===== config.mk =====
export PLATFORM = sky130hd
export DESIGN_NAME = rx_hold_queue
export DESIGN_NICKNAME = d
export VERILOG_FILES = /design/src/rtl/rxq_pkg.sv /design/src/rtl/rxq_store.sv /design/src/rtl/rxq_brk_irq.sv /design/src/rtl/rx_hold_queue.sv
export SDC_FILE = /design/constraint.sdc
export NUM_CORES = 1
export LEC_CHECK = 0
export ABC_AREA = 0
export BUFFER_PORTS_ARGS = -buffer_cell sky130_fd_sc_hd__buf_2
export CELL_PAD_IN_SITES_DETAIL_PLACEMENT = 0
export CELL_PAD_IN_SITES_GLOBAL_PLACEMENT = 1
export CORE_MARGIN = 1.5
export CORE_UTILIZATION = 47
export CTS_BUF_LIST = sky130_fd_sc_hd__clkbuf_4
export CTS_CLUSTER_DIAMETER = 100
export CTS_CLUSTER_SIZE = 30
export DETAILED_ROUTE_END_ITERATION = 6
export HOLD_SLACK_MARGIN = 0.1
export PLACE_DENSITY_LB_ADDON = 0.1
export SLEW_MARGIN = 20
export SYNTH_ARGS = -nofsm -noshare
export SYNTH_HDL_FRONTEND = slang
export SYNTH_SLANG_ARGS = --single-unit

===== constraint.sdc =====
create_clock -name clk -period 3.6 [get_ports clk]
set_input_delay 0.18 -clock clk [delete_from_list [all_inputs] [get_ports clk]]
set_output_delay 0.18 -clock clk [all_outputs]
set_load 0.01 [all_outputs]

===== src/rtl/rxq_pkg.sv =====
package rxq_pkg;
  // Kind of write performed on the storage in a given cycle
  typedef enum logic [1:0] {
    WR_NONE    = 2'd0,
    WR_APPEND  = 2'd1,  // place behind the current tail (after any pop)
    WR_REPLACE = 2'd2   // overwrite the newest slot of a full queue
  } wr_kind_t;
endpackage


===== src/rtl/rxq_store.sv =====
module rxq_store
  import rxq_pkg::*;
#(
  parameter int W     = 8,
  parameter int DEPTH = 4,
  localparam int CW   = $clog2(DEPTH + 1)
) (
  input  logic          clk,
  input  logic          rst_n,
  input  logic          flush,
  input  logic          pop,
  input  wr_kind_t      wr_kind,
  input  logic [W-1:0]  wr_data,
  input  logic          wr_tag,
  output logic [CW-1:0] cnt,
  output logic [W-1:0]  head_data,
  output logic          any_tag
);
  logic [W-1:0]     dat_q [DEPTH];
  logic [DEPTH-1:0] tag_q;
  logic [CW-1:0]    cnt_q;
  logic             pop_ok;
  logic [CW-1:0]    cnt_pop;
  logic [CW-1:0]    wr_idx;

  assign pop_ok  = pop && (cnt_q != '0);
  assign cnt_pop = cnt_q - CW'(pop_ok);
  assign wr_idx  = (wr_kind == WR_REPLACE) ? CW'(DEPTH - 1) : cnt_pop;

  for (genvar i = 0; i < DEPTH; i++) begin : g_slot
    logic [W-1:0] sh_d;
    logic         sh_t;
    logic         hit;
    if (i == DEPTH - 1) begin : g_last
      assign sh_d = pop_ok ? '0 : dat_q[i];
      assign sh_t = pop_ok ? 1'b0 : tag_q[i];
    end else begin : g_mid
      assign sh_d = pop_ok ? dat_q[i+1] : dat_q[i];
      assign sh_t = pop_ok ? tag_q[i+1] : tag_q[i];
    end
    assign hit = (wr_kind != WR_NONE) && (wr_idx == CW'(i));

    always_ff @(posedge clk or negedge rst_n) begin
      if (!rst_n) begin
        dat_q[i] <= '0;
        tag_q[i] <= 1'b0;
      end else if (flush) begin
        dat_q[i] <= '0;
        tag_q[i] <= 1'b0;
      end else if (hit) begin
        dat_q[i] <= wr_data;
        tag_q[i] <= wr_tag;
      end else begin
        dat_q[i] <= sh_d;
        tag_q[i] <= sh_t;
      end
    end
  end

  always_ff @(posedge clk or negedge rst_n) begin
    if (!rst_n)         cnt_q <= '0;
    else if (flush)     cnt_q <= '0;
    else                cnt_q <= cnt_pop + CW'(wr_kind == WR_APPEND);
  end

  assign cnt       = cnt_q;
  assign head_data = dat_q[0];
  assign any_tag   = |tag_q;

  a_r1_no_overflow: assert property (@(posedge clk) disable iff (!rst_n)
    cnt_q <= CW'(DEPTH));

  a_r8_empty_is_clean: assert property (@(posedge clk) disable iff (!rst_n)
    (cnt_q == '0) |-> (head_data == '0 && !any_tag));

  a_r6_pop_shrinks: assert property (@(posedge clk) disable iff (!rst_n)
    (pop && cnt_q != '0 && !flush && wr_kind == WR_NONE) |=> (cnt_q == $past(cnt_q) - 1'b1));

  a_r7_flush_empties: assert property (@(posedge clk) disable iff (!rst_n)
    flush |=> (cnt_q == '0 && !any_tag));
endmodule


===== src/rtl/rxq_brk_irq.sv =====
module rxq_brk_irq (
  input  logic clk,
  input  logic rst_n,
  input  logic set,
  input  logic clr,
  output logic flag
);
  logic flag_q;

  always_ff @(posedge clk or negedge rst_n) begin
    if (!rst_n)   flag_q <= 1'b0;
    else if (set) flag_q <= 1'b1;
    else if (clr) flag_q <= 1'b0;
  end

  assign flag = flag_q;

  a_r4_set_wins: assert property (@(posedge clk) disable iff (!rst_n)
    set |=> flag_q);

  a_r4_clear_drops: assert property (@(posedge clk) disable iff (!rst_n)
    (clr && !set) |=> !flag_q);
endmodule


===== src/rtl/rx_hold_queue.sv =====
module rx_hold_queue
  import rxq_pkg::*;
#(
  parameter int W     = 8,
  parameter int DEPTH = 4,
  localparam int CW   = $clog2(DEPTH + 1)
) (
  input  logic         clk,
  input  logic         rst_n,
  input  logic         rx_en,
  input  logic         rx_flush,
  input  logic         in_valid,
  output logic         in_ready,
  input  logic [W-1:0] in_data,
  input  logic         brk_evt,
  input  logic         brk_clr,
  input  logic         rd_req,
  output logic [W-1:0] rd_data,
  output logic         rdy_flag,
  output logic         full_flag,
  output logic         brk_irq,
  output logic         rcvd_brk
);
  logic [CW-1:0] cnt;
  logic [W-1:0]  head;
  logic          any_tag;
  logic          accept;
  logic          pop_live;
  wr_kind_t      wr_kind;
  logic [W-1:0]  wr_data;

  assign full_flag = (cnt == CW'(DEPTH));
  assign rdy_flag  = (cnt != '0);
  assign in_ready  = rx_en && !full_flag && !rx_flush && !brk_evt;
  assign accept    = in_valid && in_ready;
  assign pop_live  = rd_req && rdy_flag;

  always_comb begin
    wr_kind = WR_NONE;
    if (rx_flush)        wr_kind = WR_NONE;
    else if (brk_evt)    wr_kind = (full_flag && !pop_live) ? WR_REPLACE : WR_APPEND;
    else if (accept)     wr_kind = WR_APPEND;
  end

  assign wr_data = brk_evt ? '0 : in_data;

  rxq_store #(.W(W), .DEPTH(DEPTH)) u_store (
    .clk       (clk),
    .rst_n     (rst_n),
    .flush     (rx_flush),
    .pop       (rd_req),
    .wr_kind   (wr_kind),
    .wr_data   (wr_data),
    .wr_tag    (brk_evt),
    .cnt       (cnt),
    .head_data (head),
    .any_tag   (any_tag)
  );

  rxq_brk_irq u_brk (
    .clk   (clk),
    .rst_n (rst_n),
    .set   (brk_evt),
    .clr   (brk_clr),
    .flag  (brk_irq)
  );

  assign rd_data  = head;
  assign rcvd_brk = any_tag;

  a_r3_no_take_when_full: assert property (@(posedge clk) disable iff (!rst_n)
    full_flag |-> !in_ready);

  a_r2_fill_raises_full: assert property (@(posedge clk) disable iff (!rst_n)
    (accept && !rd_req && cnt == CW'(DEPTH - 1)) |=> full_flag);

  a_r9_pushpop_steady: assert property (@(posedge clk) disable iff (!rst_n)
    (accept && pop_live) |=> (cnt == $past(cnt)));

  a_r5_replace_stays_full: assert property (@(posedge clk) disable iff (!rst_n)
    (brk_evt && full_flag && !rd_req && !rx_flush) |=> (full_flag && rcvd_brk));
endmodule


# [Yosys cells after proc, flatten, opt, wreduce, memory -nomap -nowiden]
# Cells that the tools add are included.
[op_classes] addsub=2 eq_ne=6 n_mux=33 n_reduce_logical=23
[ops] cell="$mux 8" count=13
[ops] cell="$mux 1" count=15
[ops] cell="$reduce_bool 3->1" count=5
[ops] cell="$logic_and 1x1->1" count=10
[ops] cell="$eq 3x2->1 const B" count=2
[ops] cell="$mux 2" count=3
[ops] cell="$mux 3" count=2
[ops] cell="$logic_not 1->1" count=4
[ops] cell="$reduce_bool 2->1" count=2
[ops] cell="$reduce_or 4->1" count=1
[ops] cell="$add 3x1->3" count=1
[ops] cell="$eq 3x1->1 const B" count=1
[ops] cell="$eq 3x3->1 const B" count=1
[ops] cell="$logic_not 3->1" count=1
[ops] cell="$sub 3x1->3" count=1
[ops] cell="$eq 2x1->1 const B" count=1
[ops] cell="$eq 2x2->1 const B" count=1
[word_totals] register_bits=40 input_bits=16 out_inout_bits=13 elab_cells=74

# [Logic depth before layout (Yosys ltp)]
[depth] word_depth=15 ltp_mapped=10 depth_no_buf=8

# [Cells and area by module]
# Synthesis repeated with hierarchy kept, for this count alone.
[unflattened] cells_unflattened=209 area_unflattened_um2=2262.2
[modules_own_cells] mod="rxq_store" instances=1 cells_per_inst=190 area_per_inst_um2=2097.0 seq_area_each_um2=975.9
[modules_own_cells] mod="rx_hold_queue" instances=1 cells_per_inst=16 area_per_inst_um2=128.9 seq_area_each_um2=0.0
[modules_own_cells] mod="rxq_brk_irq" instances=1 cells_per_inst=3 area_per_inst_um2=36.3 seq_area_each_um2=25.0

# [Worst setup path before layout]
# Ideal clock, no wire load.
[synth_path] path_type="register -> register" startpoint="register u_store.cnt_q[0], in the netlist u_store.cnt[0]" endpoint="register u_store.tag_q[0]" setup_time_ps=125 arrival_time_ps=2552 required_ps=3475 path_slack_ps=923 stages_incl_launch_ff=10 path_buffers=1 synth_period_minus_slack_ps=2677 path_cell_list="dfrtp_1 o31ai_1 inv_1 clkbuf_1 ha_1 ha_1 xor2_2 a2111oi_4 nand2_4 mux2_4"
[synth_via] elab_chain_cells=15 word_cells_on_any_way=23 classes_between="add/sub: 1; eq/ne: 2; mux: 7; reduce/logical: 13"
[synth_rtl] element="start, declared" line="rxq_store.sv:21" rtl="logic [CW-1:0] cnt_q;"
[synth_rtl] element="start signal, assigned" line="rxq_store.sv:63" rtl="else cnt_q <= cnt_pop + CW'(wr_kind == WR_APPEND);"
[synth_rtl] element="$eq 3x3->1" line="rx_hold_queue.sv:32" rtl="assign full_flag = (cnt == CW'(DEPTH));"
[synth_rtl] element="$logic_not 1->1" line="rx_hold_queue.sv:34" rtl="assign in_ready = rx_en && !full_flag && !rx_flush && !brk_evt;"
[synth_rtl] element="$logic_and 1x1->1 (3 in series)" line="rx_hold_queue.sv:34"
[synth_rtl] element="$logic_and 1x1->1" line="rx_hold_queue.sv:35" rtl="assign accept = in_valid && in_ready;"
[synth_rtl] element="$mux 1" line="rx_hold_queue.sv:42" rtl="else if (accept) wr_kind = WR_APPEND;"
[synth_rtl] element="$mux 2" line="rx_hold_queue.sv:41" rtl="else if (brk_evt) wr_kind = (full_flag && !pop_live) ? WR_REPLACE : WR_APPEND;"
[synth_rtl] element="$mux 2" line="rx_hold_queue.sv:40" rtl="if (rx_flush) wr_kind = WR_NONE;"
[synth_rtl] element="$eq 2x2->1" line="rxq_store.sv:28" rtl="assign wr_idx = (wr_kind == WR_REPLACE) ? CW'(DEPTH - 1) : cnt_pop;"
[synth_rtl] element="$mux 3" line="rxq_store.sv:28"
[synth_rtl] element="$logic_not 3->1" line="rxq_store.sv:41" rtl="assign hit = (wr_kind != WR_NONE) && (wr_idx == CW'(i));"
[synth_rtl] element="$logic_and 1x1->1" line="rxq_store.sv:41"
[synth_rtl] element="$mux 1" line="rxq_store.sv:50" rtl="end else if (hit) begin"
[synth_rtl] element="$mux 1" line="rxq_store.sv:47" rtl="end else if (flush) begin"
[synth_rtl] element="end signal, assigned by index" line="rxq_store.sv:52" rtl="tag_q[i] <= wr_tag;"
[synth_rtl] element="end signal, assigned by index" line="rxq_store.sv:55" rtl="tag_q[i] <= sh_t;"
[synth_rtl] element="end, declared" line="rxq_store.sv:20" rtl="logic [DEPTH-1:0] tag_q;"
# Parallel ways exist; a longest one is shown, timed or not.
# A chain may end at the register's enable or synchronous reset.

# [Final worst setup path]
# Same ends and word-level chain as after synthesis.

==> impl_metrics.env <==
export IMPL_place_ws_ns=0.8838
export IMPL_die_w_um=72.82
export IMPL_p_int_mw=0.8398
export IMPL_cts_resized_gates=0
export IMPL_hpwl_um=3487
export IMPL_die_height_um=72.82
export IMPL_syn_nets=243
export IMPL_yosysTopAreaCellShare_pct=43.69
export IMPL_hold_class="primary input to register"
export IMPL_die_area_um2=5302
export IMPL_finalSetupTns_ns=0
export IMPL_synth_distinct_cells=32
export IMPL_cts_tree="done"
export IMPL_p_clk_share_pct=16.0
export IMPL_start_util_pct=48.50
export IMPL_drtIter0Drc=135
export IMPL_powerDensity_nw_per_um2=584.8
export IMPL_crit_path_start_kind="register"
export IMPL_antenna_found_initial=0
export IMPL_grt_pass1_vias=1662
export IMPL_cts_made_buffers=5
export IMPL_wirelength_um=5037
export IMPL_drive_gt1_share_pct=25.71
export IMPL_post_route_util_pct=53.03
export IMPL_io_pins=29
export IMPL_yosysWarnings=0
export IMPL_dpl_instance_area_um2=2429
export IMPL_crit_arrival_ns=2.99
export IMPL_worstSkewPairLatency_ns=0.37
export IMPL_fin_cells=312
export IMPL_drv_slew=0
export IMPL_vias=1664
export IMPL_syn_inst=223
export IMPL_gp_congestion=0.8030
export IMPL_grt_max_degree=41
export IMPL_synth_top_area_cell="dfrtp_1"
export IMPL_synth_area_leaders="dfrtp_1 (44%), mux2i_1 (14%), nand2_1 (9.2%)"
export IMPL_min_period_ns=2.713
export IMPL_fin_area_um2=2505
export IMPL_yosysMostFrequentCell="nand2_1"
export IMPL_final_setup_viol_count=0
export IMPL_synthFlopType="dfrtp_1"
export IMPL_synthTopCellsByCount="nand2_1 (56), dfrtp_1 (40), mux2i_1 (33)"
export IMPL_peakVddDrop_mv=0.3354
export IMPL_switchingPower_mw=0.6252
export IMPL_max_slew_margin_pct=40.00
export IMPL_synth_enable_flop_cells=0
export IMPL_core_um2=4723
export IMPL_dpl_cell_count=302
export IMPL_root_buffer="clkbuf_4"
export IMPL_drc=0
export IMPL_vias_per_cell=5.333
export IMPL_hold_violations=0
export IMPL_setup_slack_ns=0.8870
export IMPL_r2r_slack_ns=0.89
export IMPL_detail_route_antenna_nets=0
export IMPL_ys_seq_area_share_pct=43.69
export IMPL_place_port_buffers=28
export IMPL_synth_seq_cells=40
export IMPL_syn_to_final_growth_pct=9.339
export IMPL_hold_worst_slack_ns=0.1409
export IMPL_htreeDepth=2
export IMPL_swShare_pct=42.67
export IMPL_worst_setup_path_end_kind="register"
export IMPL_fmax_mhz=368.6
export IMPL_pwr_share_comb_pct=46.3
export IMPL_power_mw=1.465
export IMPL_ctsLongestPathBuffers=2
export IMPL_clk_pin_slew_ns=0.14
export IMPL_status="finished clean"
export IMPL_dr_pass1_iters=4
export IMPL_leakagePower_nw=1.239
export IMPL_overflow=0
export IMPL_cts_num_sinks=40
export IMPL_drv_cap=0
export IMPL_seq_power_share_pct=37.7
export IMPL_netlist_area_um2=2291
export IMPL_critPathMaxFanout=9
export IMPL_required_ns=3.87
export IMPL_fillers=452
export IMPL_critical_path_class="register to register"
export IMPL_fin_crit_sh_pct=75.36
export IMPL_diodes=0
export IMPL_finalClockSkew_ns=0.02056
export IMPL_cts_setup_buffers=0
export IMPL_final_nets=264
export IMPL_grt_pass1_wl_um=8521
export IMPL_syn_avg_cell_area_um2=10.27
export IMPL_wl_per_cell_um=16.14
export IMPL_rsz0062_at_grt="no"
export IMPL_worstMarginPinSlew_ns=0.9001
export IMPL_std_cell_rows=25
export IMPL_async_reset_ff_share_pct=100.0
export IMPL_grtUsageTotal_pct=21.50
-- cell type report --
type	count	area [um2]	area share (%)
clock buffers	5	37.54	1.499
clock inverters	3	18.77	0.7493
inverters	7	26.28	1.049
multi-input cells	157	1155	46.10
flip-flops and latches	40	1001	39.96
well taps	67	83.83	3.347
repair buffers	33	182.7	7.293
-- kinds of logic (layout without fill, tap and decap cells) --
| logic type | count (synthesis) | count (layout) | synth area share, % |
|---|---|---|---|
| AO/OA/AOI/OAI | 42 | 42 | 15.40 |
| buffers and inverters | 26 | 48 | 6.499 |
| adder cells (fa/ha/maj) | 4 | 4 | 2.185 |
| AND/OR/NAND/NOR | 73 | 73 | 14.91 |
| XOR/XNOR | 2 | 2 | 1.093 |
| flip-flops | 40 | 40 | 43.69 |
| multiplexers | 36 | 36 | 16.22 |
-- worst max-delay path, cell delays in order, from the launching register on --
cell       delay [ns]
dfrtp_1          0.47
o31ai_4          0.28
inv_1            0.09
ha_1             0.20
ha_1             0.21
xor2_2           0.21
a2111oi_4        0.70
nand2_4          0.16
mux2_4           0.32
-- registers in the layout, indices dropped and copies added, names as in the netlist --
signal,count
u_store.tag_q,4
u_store.cnt,3
u_store.dat_q,24
u_store.head_data,8
u_brk.flag,1
-- final timing paths --
check,startpoint,endpoint,cells after the start
max in group asynchronous,rst_n,u_brk.flag,2
worst min register to register,u_store.dat_q[3],u_store.dat_q[3],2
worst min-delay path,brk_evt,u_store.tag_q[0],2
min in group asynchronous,rst_n,u_store.head_data[0],2
worst max-delay path,u_store.cnt[0],u_store.tag_q[0],8
worst max register to register,u_store.cnt[0],u_store.tag_q[0],8
-- what timing repair did --
action | 4_1_cts | 5_1_grt
endpoints found under the hold margin | 41 | 0
hold buffers | 2 | 0
setup endpoints to repair | 0 | 0
-- per-layer routing --
metal	wire length, um	GRT usage [%]	vias to the layer above
met5	0	0	-
met4	89	7.757	0
met3	213	4.144	8
met2	2370	32.82	36
met1	2364	30.47	819
li1	-	-	801
-- cell usage in the layout (no fill, tap or decap), types with 3 or more instances in the layout --
cell type / netlist / routed
a211o_2: 8 / 8
a21o_1: 16 / 16
a21oi_1: 3 / 3
buf_2: 3 / 28
buf_4: 10 / 3
clkbuf_4: 0 / 5
dfrtp_1: 40 / 40
ha_1: 4 / 4
inv_1: 7 / 7
mux2i_1: 33 / 33
nand2_1: 56 / 56
nor2_1: 4 / 4
o21ai_0: 9 / 9
-- power by group through the flow --
stage | clock network, mW | registers [mW] | logic [mW]
5_1_grt | 0.255 | 0.560 | 0.742
3_5_place_dp | 0 | 0.562 | 0.677
4_1_cts | 0.239 | 0.553 | 0.682
6_report | 0.235 | 0.552 | 0.678
3_3_place_gp | 0 | 0.557 | 0.655
2_1_floorplan | 0 | 0.543 | 0.526
No activity file was read; power rests on OpenSTA's default activity.
